===== src/rtl/psg_pkg.sv =====
package psg_pkg;
  localparam int NCH = 3;

  localparam logic [3:0] A_NOISE = 4'd6;
  localparam logic [3:0] A_MIX   = 4'd7;
  localparam logic [3:0] A_AMP0  = 4'd8;
  localparam logic [3:0] A_EPF   = 4'd11;
  localparam logic [3:0] A_EPC   = 4'd12;
  localparam logic [3:0] A_SHAPE = 4'd13;
  localparam logic [3:0] A_PORTA = 4'd14;
  localparam logic [3:0] A_PORTB = 4'd15;

  typedef struct packed {
    logic cont;
    logic attack;
    logic alt;
    logic hold;
  } shape_t;

  typedef struct packed {
    logic       use_env;
    logic [3:0] lvl;
  } amp_t;
endpackage


===== src/rtl/psg_prescaler.sv =====
module psg_prescaler #(
  parameter int PRESCALE = 8
) (
  input  logic clk,
  input  logic rst_n,
  output logic tick
);
  localparam int PW = (PRESCALE > 1) ? $clog2(PRESCALE) : 1;
  localparam logic [PW-1:0] LAST = PW'(PRESCALE - 1);

  logic [PW-1:0] cnt;

  assign tick = (cnt == LAST);

  always_ff @(posedge clk or negedge rst_n) begin
    if (!rst_n)      cnt <= '0;
    else if (tick)   cnt <= '0;
    else             cnt <= cnt + 1'b1;
  end
endmodule


===== src/rtl/psg_divider.sv =====
module psg_divider #(
  parameter int W = 12
) (
  input  logic         clk,
  input  logic         rst_n,
  input  logic         tick,
  input  logic         restart,
  input  logic [W-1:0] period,
  output logic         expire
);
  logic [W-1:0] cnt;
  logic [W:0]   nxt;
  logic [W:0]   eff;
  logic         last;

  always_comb begin
    eff  = (period == '0) ? {{W{1'b0}}, 1'b1} : {1'b0, period};
    nxt  = {1'b0, cnt} + 1'b1;
    last = (nxt >= eff);
  end

  assign expire = tick & last & ~restart;

  always_ff @(posedge clk or negedge rst_n) begin
    if (!rst_n)       cnt <= '0;
    else if (restart) cnt <= '0;
    else if (tick)    cnt <= last ? '0 : nxt[W-1:0];
  end
endmodule


===== src/rtl/psg_tone.sv =====
module psg_tone #(
  parameter int W = 12
) (
  input  logic         clk,
  input  logic         rst_n,
  input  logic         tick,
  input  logic [W-1:0] period,
  output logic         square
);
  logic expire;

  psg_divider #(.W(W)) u_div (
    .clk(clk), .rst_n(rst_n), .tick(tick), .restart(1'b0),
    .period(period), .expire(expire)
  );

  always_ff @(posedge clk or negedge rst_n) begin
    if (!rst_n)      square <= 1'b0;
    else if (expire) square <= ~square;
  end
endmodule


===== src/rtl/psg_noise.sv =====
module psg_noise #(
  parameter int PW  = 5,
  parameter int LW  = 17,
  parameter int TAP = 3
) (
  input  logic          clk,
  input  logic          rst_n,
  input  logic          tick,
  input  logic [PW-1:0] period,
  output logic          noise
);
  logic          expire;
  logic [LW-1:0] lfsr;
  logic          fb;

  psg_divider #(.W(PW)) u_div (
    .clk(clk), .rst_n(rst_n), .tick(tick), .restart(1'b0),
    .period(period), .expire(expire)
  );

  assign fb    = lfsr[0] ^ lfsr[TAP];
  assign noise = lfsr[0];

  always_ff @(posedge clk or negedge rst_n) begin
    if (!rst_n)      lfsr <= {{(LW-1){1'b0}}, 1'b1};
    else if (expire) lfsr <= {fb, lfsr[LW-1:1]};
  end
endmodule


===== src/rtl/psg_envelope.sv =====
module psg_envelope
  import psg_pkg::*;
#(
  parameter int W = 16
) (
  input  logic         clk,
  input  logic         rst_n,
  input  logic         tick,
  input  logic         restart,
  input  shape_t       new_shape,
  input  shape_t       shape,
  input  logic [W-1:0] period,
  output logic [3:0]   level
);
  logic       expire;
  logic [3:0] step;
  logic       rising;
  logic       frozen;
  logic [3:0] frozen_lvl;
  logic       ramp_end;

  psg_divider #(.W(W)) u_div (
    .clk(clk), .rst_n(rst_n), .tick(tick), .restart(restart),
    .period(period), .expire(expire)
  );

  assign ramp_end = (step == 4'd15);
  assign level    = frozen ? frozen_lvl : (rising ? step : ~step);

  always_ff @(posedge clk or negedge rst_n) begin
    if (!rst_n) begin
      step       <= '0;
      rising     <= 1'b0;
      frozen     <= 1'b1;
      frozen_lvl <= '0;
    end else if (restart) begin
      step       <= '0;
      rising     <= new_shape.attack;
      frozen     <= 1'b0;
      frozen_lvl <= '0;
    end else if (expire && !frozen) begin
      if (!ramp_end) begin
        step <= step + 1'b1;
      end else if (!shape.cont) begin
        frozen     <= 1'b1;
        frozen_lvl <= 4'd0;
      end else if (shape.hold) begin
        frozen     <= 1'b1;
        frozen_lvl <= (shape.attack ^ shape.alt) ? 4'd15 : 4'd0;
      end else begin
        step <= '0;
        if (shape.alt) rising <= ~rising;
      end
    end
  end
endmodule


===== src/rtl/tri_voice_synth.sv =====
module tri_voice_synth
  import psg_pkg::*;
#(
  parameter int PRESCALE = 8,
  parameter int TONE_W   = 12,
  parameter int NOISE_W  = 5,
  parameter int ENV_W    = 16,
  parameter int LFSR_W   = 17
) (
  input  logic       clk,
  input  logic       rst_n,
  input  logic       wr_en,
  input  logic [3:0] wr_addr,
  input  logic [7:0] wr_data,
  output logic [3:0] lvl_a,
  output logic [3:0] lvl_b,
  output logic [3:0] lvl_c,
  output logic [7:0] port_a,
  output logic [7:0] port_b
);
  localparam int COARSE_W = TONE_W - 8;

  logic [7:0]          tone_fine   [NCH];
  logic [COARSE_W-1:0] tone_coarse [NCH];
  amp_t                amp         [NCH];
  logic [NOISE_W-1:0]  noise_per;
  logic [5:0]          mix;
  logic [7:0]          env_fine, env_coarse;
  shape_t              shape;
  logic                tick;
  logic                noise_bit;
  logic [3:0]          env_lvl;
  logic                env_restart;
  logic [3:0]          lvl [NCH];

  assign env_restart = wr_en && (wr_addr == A_SHAPE);

  always_ff @(posedge clk or negedge rst_n) begin
    if (!rst_n) begin
      for (int i = 0; i < NCH; i++) begin
        tone_fine[i]   <= '0;
        tone_coarse[i] <= '0;
        amp[i]         <= '0;
      end
      noise_per  <= '0;
      mix        <= '0;
      env_fine   <= '0;
      env_coarse <= '0;
      shape      <= '0;
      port_a     <= '0;
      port_b     <= '0;
    end else if (wr_en) begin
      for (int i = 0; i < NCH; i++) begin
        if (wr_addr == 4'(2 * i))     tone_fine[i]   <= wr_data;
        if (wr_addr == 4'(2 * i + 1)) tone_coarse[i] <= wr_data[COARSE_W-1:0];
        if (wr_addr == A_AMP0 + 4'(i)) amp[i]        <= wr_data[4:0];
      end
      case (wr_addr)
        A_NOISE: noise_per  <= wr_data[NOISE_W-1:0];
        A_MIX:   mix        <= wr_data[5:0];
        A_EPF:   env_fine   <= wr_data;
        A_EPC:   env_coarse <= wr_data;
        A_SHAPE: shape      <= wr_data[3:0];
        A_PORTA: port_a     <= wr_data;
        A_PORTB: port_b     <= wr_data;
        default: ;
      endcase
    end
  end

  psg_prescaler #(.PRESCALE(PRESCALE)) u_pre (
    .clk(clk), .rst_n(rst_n), .tick(tick)
  );

  psg_noise #(.PW(NOISE_W), .LW(LFSR_W), .TAP(3)) u_noise (
    .clk(clk), .rst_n(rst_n), .tick(tick), .period(noise_per), .noise(noise_bit)
  );

  psg_envelope #(.W(ENV_W)) u_env (
    .clk(clk), .rst_n(rst_n), .tick(tick), .restart(env_restart),
    .new_shape(shape_t'(wr_data[3:0])), .shape(shape),
    .period(ENV_W'({env_coarse, env_fine})), .level(env_lvl)
  );

  for (genvar v = 0; v < NCH; v++) begin : g_voice
    logic sq;
    logic gate;

    psg_tone #(.W(TONE_W)) u_tone (
      .clk(clk), .rst_n(rst_n), .tick(tick),
      .period({tone_coarse[v], tone_fine[v]}), .square(sq)
    );

    assign gate   = (mix[v] | sq) & (mix[v+3] | noise_bit);
    assign lvl[v] = gate ? (amp[v].use_env ? env_lvl : amp[v].lvl) : 4'd0;
  end

  assign lvl_a = lvl[0];
  assign lvl_b = lvl[1];
  assign lvl_c = lvl[2];
endmodule


===== config.mk =====
export PLATFORM = sky130hd
export DESIGN_NAME = tri_voice_synth
export DESIGN_NICKNAME = d
export VERILOG_FILES = /design/src/rtl/psg_pkg.sv /design/src/rtl/psg_prescaler.sv /design/src/rtl/psg_divider.sv /design/src/rtl/psg_tone.sv /design/src/rtl/psg_noise.sv /design/src/rtl/psg_envelope.sv /design/src/rtl/tri_voice_synth.sv
export SDC_FILE = /design/constraint.sdc
export NUM_CORES = 1
export LEC_CHECK = 0
export BUFFER_PORTS_ARGS = -buffer_cell sky130_fd_sc_hd__buf_4
export CAP_MARGIN = 20
export CORE_MARGIN = 4
export CORE_UTILIZATION = 50
export CTS_BUF_LIST = sky130_fd_sc_hd__clkbuf_4 sky130_fd_sc_hd__clkbuf_8
export DETAILED_ROUTE_END_ITERATION = 8
export PLACE_DENSITY = 0.67
export SYNTH_ARGS = -nofsm -noshare
export SYNTH_HDL_FRONTEND = slang
export SYNTH_SLANG_ARGS = --single-unit

===== constraint.sdc =====
create_clock -name clk -period 3.6 [get_ports clk]
set_clock_uncertainty 0.05 [all_clocks]
set_input_delay 0.72 -clock clk [delete_from_list [all_inputs] [get_ports clk]]
set_output_delay 0.72 -clock clk [all_outputs]
set_load 0.03 [all_outputs]

==> impl_metrics.ini <==
[status]
status = complete, no violations

[cts]
clock_tree.buffer_depth = 2
numCtsBuffers = 17
cts_hold_buf = 0
tritoncts = built
tritoncts_num_sinks = 185
clock_tree.root_cell = sky130_fd_sc_hd__clkbuf_8
worst_skew_pair.late_latency_ns = 0.48
cts_htree_levels = 4
clkSlewWorstSetupHoldPaths_ns = 0.11

[worst_setup_path]
critical_path_arrival_ns = 3.83
worst-endpoint-required_ns = 3.95
crit_type = flip-flop to flip-flop
worst-r2r-setup-slack_ns = 0.12
rr_endpoint = u_env.rising
critical_path_peak_fanout = 11
worst_r2r_path_depth = 14
crit-reg2reg-launch = u_env.u_div.cnt[0]
setup.worst_path.start_class = flip-flop
worst_setup_path_end_kind = flip-flop
worst_setup_path_startpoint = u_env.u_div.cnt[0]

[finish]
area_added_between_synthesis_and_finish_pct = 12.42
layout-drive-gt1-share = 0.2241
nets = 1080
fin_util = 0.5747
finish.cell_count_without_fillers = 1278
n_fill_cell = 1707
insertedDiodeCount = 0

[global_routing]
via_count_of_the_first_global_routing_pass = 7036
gr-usage-all-layers = 0.2018
grt_pass1_wl_um = 35900
maximum_number_of_pins_on_one_net_before_global_route_repair = 86
initial_antenna_violation_count = 0
grt_remaining_overflow = 0

[logic_synthesis]
synthesis.area_per_instance_sq_um = 10.51
yosys-top-cells-area = sky130_fd_sc_hd__dfrtp_1 46%, sky130_fd_sc_hd__mux2_2 11%, sky130_fd_sc_hd__ha_1 8.1%, sky130_fd_sc_hd__nand2_1 3.4%, sky130_fd_sc_hd__o21ai_0 2.7%
synthesis.instances = 950
synth_nets = 1030
ys_dominant_reg_cell = sky130_fd_sc_hd__dfrtp_1
synthesis.yosys.warnings = 0
synth_async_sr_flop_share = 1.000
synth_cell_types = 60
post-synth-top-area-fraction = 0.4588
netlist.top_cell.by_area = sky130_fd_sc_hd__dfrtp_1
synth_seq_cells = 185
synth.yosys.seq_area_share = 0.4641
summed_instance_area_of_the_synthesized_netlist_sq_mm = 0.009981
synth-edff-count = 0

[drt]
postRouteWirelength_um = 21640
drc_errors = 0
ant_nets = 0
detail_route.vias_per_cell = 5.574
drt_iter0_drc = 341
first_pass_iters = 5
drt-wirelength-per-cell_um = 16.93
via_count = 7123

[sta]
layout_worst_path_cycle_share = 0.9663
finalHoldViolations = 0
slew_viol_final = 0
timing.slew.headroom = 0.5267
finalSetupTns_ns = 0
whs_ns = 0.2055
pin_slew_with_the_least_headroom_to_its_limit_ns = 0.7083
setup_slack_ns = 0.1213
setup-violations-final = 0
finalWorstPathRequiredPeriod_ns = 3.479
max_freq_ghz = 0.2875

[floorplanning]
fp.dieH_um = 149.3
fp.coreArea_sq_mm = 0.01953
placement_rows = 51
io_pins = 43
die_w_um = 149.3
fp.dieArea_sq_mm = 0.02229
initial_utilization = 0.5111

[placed_design]
numPlacedInstances = 1238
port_buffers = 42
place_worst_setup_slack_ns = 0.1295
detailed_place_hpwl_um = 15230
routabilityCongestion = 0.8092

[power_and_ir_drop]
cellLeakagePower_nw = 5.196
power_per_cell_area_mw_per_mm2 = 499.2
ir_drop_uv = 344.7

[hold_path]
timing.hold.worst.class = input port to async pin

[job]
max_cap_violations = 0
## how the worst max path moves through the flow
stage                         endpoint  slack, ns  cells after the start
floorplan                u_env.step[2]       0.35                     12
global placement          u_env.rising       0.25                     13
detailed placement       u_env.step[2]       0.13                     11
CTS                      u_env.step[2]       0.14                     11
global route        u_env.u_div.cnt[9]      -0.07                     15
finish                    u_env.rising       0.12                     14
## state kept, by name (all words and copies together), names as in the netlist, 3 cells and up
name	flops
shape	4
g_voice.u_tone.square	3
mix	6
tone_fine	24
u_pre.cnt	3
tone_coarse	12
u_noise.lfsr	17
g_voice.u_tone.u_div.cnt	36
port_a	8
u_env.step	4
noise_per	5
env_fine	8
u_env.u_div.cnt	16
port_b	8
amp	15
env_coarse	8
u_noise.u_div.cnt	5
## layout by cell type (no fill, tap or decap), types with 6 or more instances in the layout
cell type and instances:
sky130_fd_sc_hd__dfrtp_1 182, sky130_fd_sc_hd__mux2_2 94, sky130_fd_sc_hd__nand2_1 91, sky130_fd_sc_hd__inv_1 66
sky130_fd_sc_hd__buf_4 64, sky130_fd_sc_hd__ha_1 63, sky130_fd_sc_hd__o21ai_0 54, sky130_fd_sc_hd__nor2_1 43
sky130_fd_sc_hd__nand3_1 29, sky130_fd_sc_hd__xor2_1 28, sky130_fd_sc_hd__xnor2_1 27, sky130_fd_sc_hd__o2bb2ai_1 24
sky130_fd_sc_hd__a21oi_1 22, sky130_fd_sc_hd__clkbuf_8 18, sky130_fd_sc_hd__nand2b_1 16, sky130_fd_sc_hd__a211oi_1 15
sky130_fd_sc_hd__a31oi_1 14, sky130_fd_sc_hd__and3_1 11, sky130_fd_sc_hd__nor4_1 10, sky130_fd_sc_hd__nor3_1 9
sky130_fd_sc_hd__nand4_1 8, sky130_fd_sc_hd__or3_1 8, sky130_fd_sc_hd__clkinv_8 8, sky130_fd_sc_hd__o21a_1 7
sky130_fd_sc_hd__a21o_1 7, sky130_fd_sc_hd__mux2i_1 6
## per-stage QoR
step / total power (W) / cell area (sq um)
2_1_floorplan: 0.003694 / 9981
3_3_place_gp: 0.004117 / 10630
4_1_cts: 0.005621 / 11070
3_5_place_dp: 0.004171 / 10630
6_report: 0.005602 / 11220
5_1_grt: 0.005977 / 11220
## kinds of logic after synthesis
family          synth area share
compound gates            0.1235
fa+ha+maj                0.08148
buf+inv                  0.04087
xor+xnor                 0.04914
flops                     0.4641
mux                       0.1121
simple gates              0.1289
## power by group
group | internal [W] | switching (W)
registers | 0.00242 | 0.000292
logic | 0.000677 | 0.000770
clock network | 0.000543 | 0.000903
## repair_timing
| item | 4_1_cts | 5_1_grt |
|---|---|---|
| gates resized for setup | 0 | 20 |
| setup endpoints to repair | 0 | 26 |
| endpoints found under the hold margin | 0 | 0 |
| buffers inserted | 0 | 7 |
## layout make-up
cell class | count | area (sq um) | area share
sequential | 185 | 4633 | 0.4129
clock inverter | 15 | 198.9 | 0.01773
multi-input combinational | 662 | 5016 | 0.4470
tap | 265 | 331.6 | 0.02955
clock buffer | 17 | 234.0 | 0.02085
timing repair buffer | 68 | 559.3 | 0.04984
inverter | 66 | 247.7 | 0.02208
## worst max-delay path, cell delays in order (launching register included)
cell	delay, ns
sky130_fd_sc_hd__dfrtp_1	0.45
sky130_fd_sc_hd__ha_4	0.19
sky130_fd_sc_hd__nand4_1	0.21
sky130_fd_sc_hd__nor4_4	0.37
sky130_fd_sc_hd__buf_4	0.18
sky130_fd_sc_hd__xor2_1	0.07
sky130_fd_sc_hd__ha_1	0.31
sky130_fd_sc_hd__nand4_1	0.16
sky130_fd_sc_hd__nor4_2	0.23
sky130_fd_sc_hd__nor3_2	0.08
sky130_fd_sc_hd__o211ai_2	0.25
sky130_fd_sc_hd__buf_4	0.16
sky130_fd_sc_hd__o21ai_2	0.13
sky130_fd_sc_hd__or3_1	0.37
sky130_fd_sc_hd__a31oi_1	0.18
## cells in the mapped netlist (5+ instances only)
| cell | instances |
|---|---|
| sky130_fd_sc_hd__dfrtp_1 | 183 |
| sky130_fd_sc_hd__mux2_2 | 94 |
| sky130_fd_sc_hd__nand2_1 | 91 |
| sky130_fd_sc_hd__inv_1 | 66 |
| sky130_fd_sc_hd__ha_1 | 65 |
| sky130_fd_sc_hd__o21ai_0 | 54 |
| sky130_fd_sc_hd__nor2_1 | 46 |
| sky130_fd_sc_hd__nand3_1 | 29 |
| sky130_fd_sc_hd__xor2_1 | 29 |
| sky130_fd_sc_hd__xnor2_1 | 27 |
| sky130_fd_sc_hd__clkbuf_1 | 26 |
| sky130_fd_sc_hd__o2bb2ai_1 | 24 |
| sky130_fd_sc_hd__a21oi_1 | 23 |
| sky130_fd_sc_hd__a211oi_1 | 17 |
| sky130_fd_sc_hd__nand2b_1 | 16 |
| sky130_fd_sc_hd__a31oi_1 | 14 |
| sky130_fd_sc_hd__and3_1 | 13 |
| sky130_fd_sc_hd__nor4_1 | 11 |
| sky130_fd_sc_hd__nor3_1 | 10 |
| sky130_fd_sc_hd__or3_1 | 9 |
| sky130_fd_sc_hd__nand4_1 | 8 |
| sky130_fd_sc_hd__a21o_1 | 7 |
| sky130_fd_sc_hd__o21a_1 | 7 |
| sky130_fd_sc_hd__mux2i_1 | 6 |
| sky130_fd_sc_hd__a22o_1 | 5 |
| sky130_fd_sc_hd__o211ai_1 | 5 |
## layer usage
layer,track usage,vias to the layer above,share of wire
li1,-,3478,-
met1,0.2868,3509,0.48
met2,0.3168,111,0.47
met3,0.04011,25,0.035
met4,0.05675,0,0.018
met5,0,-,0
No activity file was read; power rests on OpenSTA's default activity.
